==> src/rtl/intack_pkg.sv <==
package intack_pkg;

  // Handshake phase; order is the sequence the strobes walk through
  typedef enum logic [1:0] {
    PH_IDLE = 2'd0,  // waiting for the first strobe
    PH_ACK1 = 2'd1,  // first strobe low
    PH_GAP  = 2'd2,  // between the strobes
    PH_ACK2 = 2'd3   // second strobe low
  } ack_ph_t;

endpackage

==> src/rtl/intack_seq.sv <==
module intack_seq
  import intack_pkg::*;
(
  input  logic    clk,
  input  logic    rst_n,
  input  logic    inta_n,
  output ack_ph_t phase,
  output logic    freeze_en,
  output logic    sel_en
);

  ack_ph_t ph_q, ph_d;

  always_comb begin
    ph_d = ph_q;
    unique case (ph_q)
      PH_IDLE: if (!inta_n) ph_d = PH_ACK1;
      PH_ACK1: if (inta_n)  ph_d = PH_GAP;
      PH_GAP:  if (!inta_n) ph_d = PH_ACK2;
      PH_ACK2: if (inta_n)  ph_d = PH_IDLE;
      default:              ph_d = PH_IDLE;
    endcase
  end

  always_ff @(posedge clk or negedge rst_n) begin
    if (!rst_n) ph_q <= PH_IDLE;
    else        ph_q <= ph_d;
  end

  assign phase     = ph_q;
  assign freeze_en = (ph_q == PH_IDLE) && !inta_n;
  assign sel_en    = (ph_q == PH_GAP)  && !inta_n;

endmodule

==> src/rtl/intack_freeze.sv <==
module intack_freeze #(
  parameter int NLVL = 8,
  localparam int LVLW = $clog2(NLVL)
) (
  input  logic            clk,
  input  logic            rst_n,
  input  logic            freeze_en,
  input  logic            sel_en,
  input  logic [NLVL-1:0] irq_req,
  input  logic [NLVL-1:0] irq_mask,
  input  logic            top_valid,
  input  logic [LVLW-1:0] top_level,
  input  logic [LVLW-1:0] cas_in,
  input  logic [LVLW-1:0] slave_id,
  output logic [NLVL-1:0] frz_req,
  output logic [LVLW-1:0] lvl_q,
  output logic            sel_q
);

  localparam logic [LVLW-1:0] SPUR_LVL = LVLW'(NLVL - 1);

  logic [NLVL-1:0] frz_d;
  logic [LVLW-1:0] lvl_d;
  logic            sel_d;

  always_comb begin
    frz_d = frz_req;
    lvl_d = lvl_q;
    sel_d = sel_q;
    if (freeze_en) begin
      frz_d = irq_req & ~irq_mask;
      lvl_d = top_valid ? top_level : SPUR_LVL;
    end
    if (sel_en) sel_d = (cas_in == slave_id);
  end

  always_ff @(posedge clk or negedge rst_n) begin
    if (!rst_n) begin
      frz_req <= '0;
      lvl_q   <= '0;
      sel_q   <= 1'b0;
    end else begin
      frz_req <= frz_d;
      lvl_q   <= lvl_d;
      sel_q   <= sel_d;
    end
  end

endmodule

==> src/rtl/intack_drive.sv <==
module intack_drive
  import intack_pkg::*;
#(
  parameter int NLVL = 8,
  parameter int VECW = 8,
  localparam int LVLW  = $clog2(NLVL),
  localparam int BASEW = VECW - LVLW
) (
  input  ack_ph_t          phase,
  input  logic [LVLW-1:0]  lvl_q,
  input  logic             sel_q,
  input  logic             is_master,
  input  logic [NLVL-1:0]  slave_map,
  input  logic [BASEW-1:0] vec_base,
  output logic [LVLW-1:0]  cas_out,
  output logic             cas_oe,
  output logic [VECW-1:0]  vec_out,
  output logic             vec_oe
);

  logic lvl_has_slave;
  logic own_vec;
  logic in_hs;

  always_comb begin
    lvl_has_slave = slave_map[lvl_q];
    own_vec       = is_master ? !lvl_has_slave : sel_q;
    in_hs         = (phase != PH_IDLE);
    cas_oe        = is_master && lvl_has_slave && in_hs;
    cas_out       = cas_oe ? lvl_q : '0;
    vec_oe        = (phase == PH_ACK2) && own_vec;
    vec_out       = vec_oe ? {vec_base, lvl_q} : '0;
  end

endmodule

==> src/rtl/intack_responder.sv <==
module intack_responder
  import intack_pkg::*;
#(
  parameter int NLVL = 8,
  parameter int VECW = 8,
  localparam int LVLW  = $clog2(NLVL),
  localparam int BASEW = VECW - LVLW
) (
  input  logic             clk,
  input  logic             rst_n,
  input  logic             inta_n,
  input  logic [NLVL-1:0]  irq_req,
  input  logic [NLVL-1:0]  irq_mask,
  input  logic             top_valid,
  input  logic [LVLW-1:0]  top_level,
  input  logic [BASEW-1:0] vec_base,
  input  logic             is_master,
  input  logic [NLVL-1:0]  slave_map,
  input  logic [LVLW-1:0]  slave_id,
  input  logic [LVLW-1:0]  cas_in,
  output logic [NLVL-1:0]  frz_req,
  output logic [LVLW-1:0]  cas_out,
  output logic             cas_oe,
  output logic [VECW-1:0]  vec_out,
  output logic             vec_oe
);

  // reset: asserted asynchronously, released after two clock edges
  logic [1:0] rst_sync;
  logic       rst_q;

  always_ff @(posedge clk or negedge rst_n) begin
    if (!rst_n) rst_sync <= 2'b00;
    else        rst_sync <= {rst_sync[0], 1'b1};
  end
  assign rst_q = rst_sync[1];

  ack_ph_t         phase;
  logic            freeze_en;
  logic            sel_en;
  logic [LVLW-1:0] lvl_q;
  logic            sel_q;

  intack_seq u_seq (
    .clk       (clk),
    .rst_n     (rst_q),
    .inta_n    (inta_n),
    .phase     (phase),
    .freeze_en (freeze_en),
    .sel_en    (sel_en)
  );

  intack_freeze #(.NLVL(NLVL)) u_frz (
    .clk       (clk),
    .rst_n     (rst_q),
    .freeze_en (freeze_en),
    .sel_en    (sel_en),
    .irq_req   (irq_req),
    .irq_mask  (irq_mask),
    .top_valid (top_valid),
    .top_level (top_level),
    .cas_in    (cas_in),
    .slave_id  (slave_id),
    .frz_req   (frz_req),
    .lvl_q     (lvl_q),
    .sel_q     (sel_q)
  );

  intack_drive #(.NLVL(NLVL), .VECW(VECW)) u_drv (
    .phase     (phase),
    .lvl_q     (lvl_q),
    .sel_q     (sel_q),
    .is_master (is_master),
    .slave_map (slave_map),
    .vec_base  (vec_base),
    .cas_out   (cas_out),
    .cas_oe    (cas_oe),
    .vec_out   (vec_out),
    .vec_oe    (vec_oe)
  );

endmodule

==> config.mk <==
export PLATFORM = sky130hd
export DESIGN_NAME = intack_responder
export DESIGN_NICKNAME = d
export VERILOG_FILES = /design/src/rtl/intack_pkg.sv /design/src/rtl/intack_seq.sv /design/src/rtl/intack_freeze.sv /design/src/rtl/intack_drive.sv /design/src/rtl/intack_responder.sv
export SDC_FILE = /design/constraint.sdc
export NUM_CORES = 1
export LEC_CHECK = 0
export ABC_AREA = 1
export CORE_ASPECT_RATIO = 1.2
export CORE_UTILIZATION = 34
export DETAILED_ROUTE_END_ITERATION = 12
export PLACE_DENSITY = 0.81
export SLEW_MARGIN = 15
export SYNTH_ARGS = -nofsm -noshare
export SYNTH_HDL_FRONTEND = slang
export SYNTH_SLANG_ARGS = --single-unit
==> constraint.sdc <==
create_clock -name clk -period 1.75 [get_ports clk]
set_clock_uncertainty 0.2 [all_clocks]
set_input_delay 0.35 -clock clk [delete_from_list [all_inputs] [get_ports clk]]
set_output_delay 0.35 -clock clk [all_outputs]
set_load 0.05 [all_outputs]
==> results.py <==
metrics = {
    "route": {
        "vias_per_cell": 5.05,
        "wl_per_cell_um": 17.9,
        "drc_errors": 0,
        "finalWirelength_um": 4160,
        "antenna_left": 0,
        "dr.pass1.iters": 4,
        "via_count": 1177,
        "drt_iter0_drc": 35,
    },
    "timing": {
        "worstMarginPinSlew_ps": 607,
        "period_share": 1.32,
        "final_max_slew_viol_count": 0,
        "setup_slack_ps": -553,
        "hold_viol_final": 0,
        "slew_headroom": 0.596,
        "period_minus_slack_ps": 2300,
        "setup_viol": 13,
        "max_freq_mhz": 434,
        "rsz0062_at_grt": "yes",
    },
    "die": {
        "die_w_um": 49.3,
        "rows": 20,
        "fp.coreArea_um2": 2530,
        "chipHeight_um": 58.7,
        "start_util": 0.360,
        "ios": 64,
        "die_area_um2": 2890,
    },
    "place": {
        "place_inst": 222,
        "port_buffers": 63,
        "place.gp.congestion": 0.833,
        "post-dp-hpwl_um": 2540,
    },
    "power_and_ir_drop": {
        "p_per_area_nw_per_um2": 1690,
        "p_leak_uw": 0.000983,
        "vdd_drop_max_mv": 1.12,
    },
    "setup_path": {
        "crit_path_start_kind": "flop",
        "critPathRequiredTime_ps": 1200,
        "crit_top_cell": "buf_6",
        "cp_max_fo": 4,
        "path_class": "reg -> out",
        "critPathBufInv": 3,
        "critical_path_arrival_ps": 1750,
        "slowest_delay_ps": 460,
        "cpMaxStageDelayCell": "dfrtp_2",
        "crit_family": "simple AND/OR/NAND/NOR gates",
        "endpoint_kind": "output pin",
        "crit_chain": "buf_6 > nand2_2 > nand3_2 > nand3_4 > nand4_1 > buf_6 > nor2_4 > buf_12",
    },
    "global_routing": {
        "grt_pass1_wl_um": 5540,
        "grt_usage": 0.264,
        "grt_antenna_before_repair": 0,
        "overflow": 0,
        "grt_pass1_vias": 1147,
        "grt_max_degree": 15,
    },
    "logic_synthesis": {
        "ys_seq_area_frac": 0.440,
        "yosys.area_share.adder": 0.0412,
        "synth-simple-area-share": 0.287,
        "yosysTopAreaCellShare": 0.440,
        "synthDistinctLibCells": 17,
        "syn_inst": 118,
        "yosys.area_share.xor_xnor": 0.0288,
        "synth_area_leaders": "dfrtp_1 44%, nand2_1 9.9%, o21ai_0 8.8%",
        "avgSynthCellArea_um2": 7.72,
        "yosys_warnings": 0,
        "synth_top_family_by_area": "simple AND/OR/NAND/NOR gates",
        "synth_nets": 164,
        "synth_compound_area_frac": 0.102,
        "netlist_area_um2": 911,
        "synthMuxAreaShare": 0,
        "yosys.area.top_type": "dfrtp_1",
        "ys_ff_latch": 16,
    },
    "clocking": {
        "clkLatencyLatePin_ps": 280,
        "cts_buffers": 3,
        "cts_hold_buf": 0,
        "root_buffer": "clkbuf_4",
        "cts_tree": "built",
        "cts_max_level": 1,
        "clockBufferDepth": 2,
        "cts.clk_slew.worst_paths_ps": 110,
        "clock-sinks": 16,
    },
    "finish": {
        "instances_no_fill": 233,
        "antenna_cells": 0,
        "utilization": 0.860,
        "multi_input_area_um2": 639,
        "area_delta_synth_final_pct": 139,
        "fillers": 118,
        "drive_gt1_frac": 0.385,
        "seq_area_um2": 402,
        "fin_nets": 247,
    },
    "run_status": {
        "violations": "negative setup slack",
        "status": "complete, but fails checks",
    },
    "min_path": {
        "hp-class": "in -> async",
    },
    "run": {
        "maxCapViolations": 0,
    },
}
-- Yosys cell counts (all sizes together) --
library cell	count
nand4	1
inv	21
o21ai	16
nand2	25
ha	3
buf	2
nor2	13
conb	1
dfrtp	16
xnor2	3
nand3	7
nand3b	8
a21oi	1
o21a	1
-- final cells by class --
class | instances | area share
inverter | 21 | 0.0409
timing repair buffer | 79 | 0.444
multi-input combinational | 80 | 0.294
tap | 33 | 0.0190
clock buffer | 4 | 0.0167
sequential | 16 | 0.185
-- routing by layer --
metal	up-vias	GRT usage	wire length, µm
li1	534	-	-
met1	552	0.295	1440
met2	71	0.474	2190
met3	20	0.0491	269
met4	0	0.143	261
met5	-	0	0
-- cell families after synthesis --
| logic type | after synthesis |
|---|---|
| AO/OA/AOI/OAI | 18 |
| AND/OR/NAND/NOR | 54 |
| other | 1 |
| flip-flops | 16 |
| XOR/XNOR | 3 |
| adder cells (fa/ha/maj) | 3 |
| buffers and inverters | 23 |
-- final timing paths --
check	start	endpoint	slack, ps	depth (start not counted)
worst max-delay path	u_frz.lvl_q[0]	cas_out[0]	-550	8
worst min-delay path	rst_n	rst_sync[0]	20	1
worst max register to register	u_seq.phase[1]	u_frz.lvl_q[2]	110	8
worst min register to register	rst_sync[1]	u_frz.frz_req[5]	30	0
max in group asynchronous	rst_sync[1]	u_frz.lvl_q[0]	890	0
min in group clk	rst_sync[0]	rst_sync[1]	160	0
-- power by group --
part	total [µW]	switching, µW	internal, µW
combinational	2720	1500	1220
clock	247	120	127
sequential	702	174	528
total	3660	1790	1870
-- stage by stage --
stage	total power (µW)	setup slack, ps	hold slack (ps)	cell area [µm²]	setup TNS, ps
detailed placement	2900	-539	53.5	1920	-5940
global route	3830	-595	5.07	2170	-7220
finish	3660	-553	23.7	2170	-6380
floorplan	1750	-237	-146	976	-1470
CTS	3380	-426	14.7	2060	-5220
global placement	2820	-455	37.2	1920	-5080
-- layout by cell type (no fill, tap or decap), drive strengths merged, types with 3 or more instances in the layout --
cell,count
o21ai,16
nand2,26
clkdlybuf4s50,42
inv,20
ha,3
nor2,13
nand3,7
nand3b,8
xnor2,3
dfrtp,16
clkbuf,4
buf,37
-- registers in the layout, summed over array words and instances (netlist names) --
name,flops
u_frz.lvl_q,3
rst_sync,2
u_frz.frz_req,8
u_frz.sel_q,1
u_seq.phase,2
-- timing repair --
action / CTS / global route
gates resized for setup: 14 / 26
pin swaps: 11 / 15
gates cloned: 1 / 1
buffers inserted: 4 / 1
endpoints found under the setup margin: 13 / 14
Power figures use the tool's default switching activity.
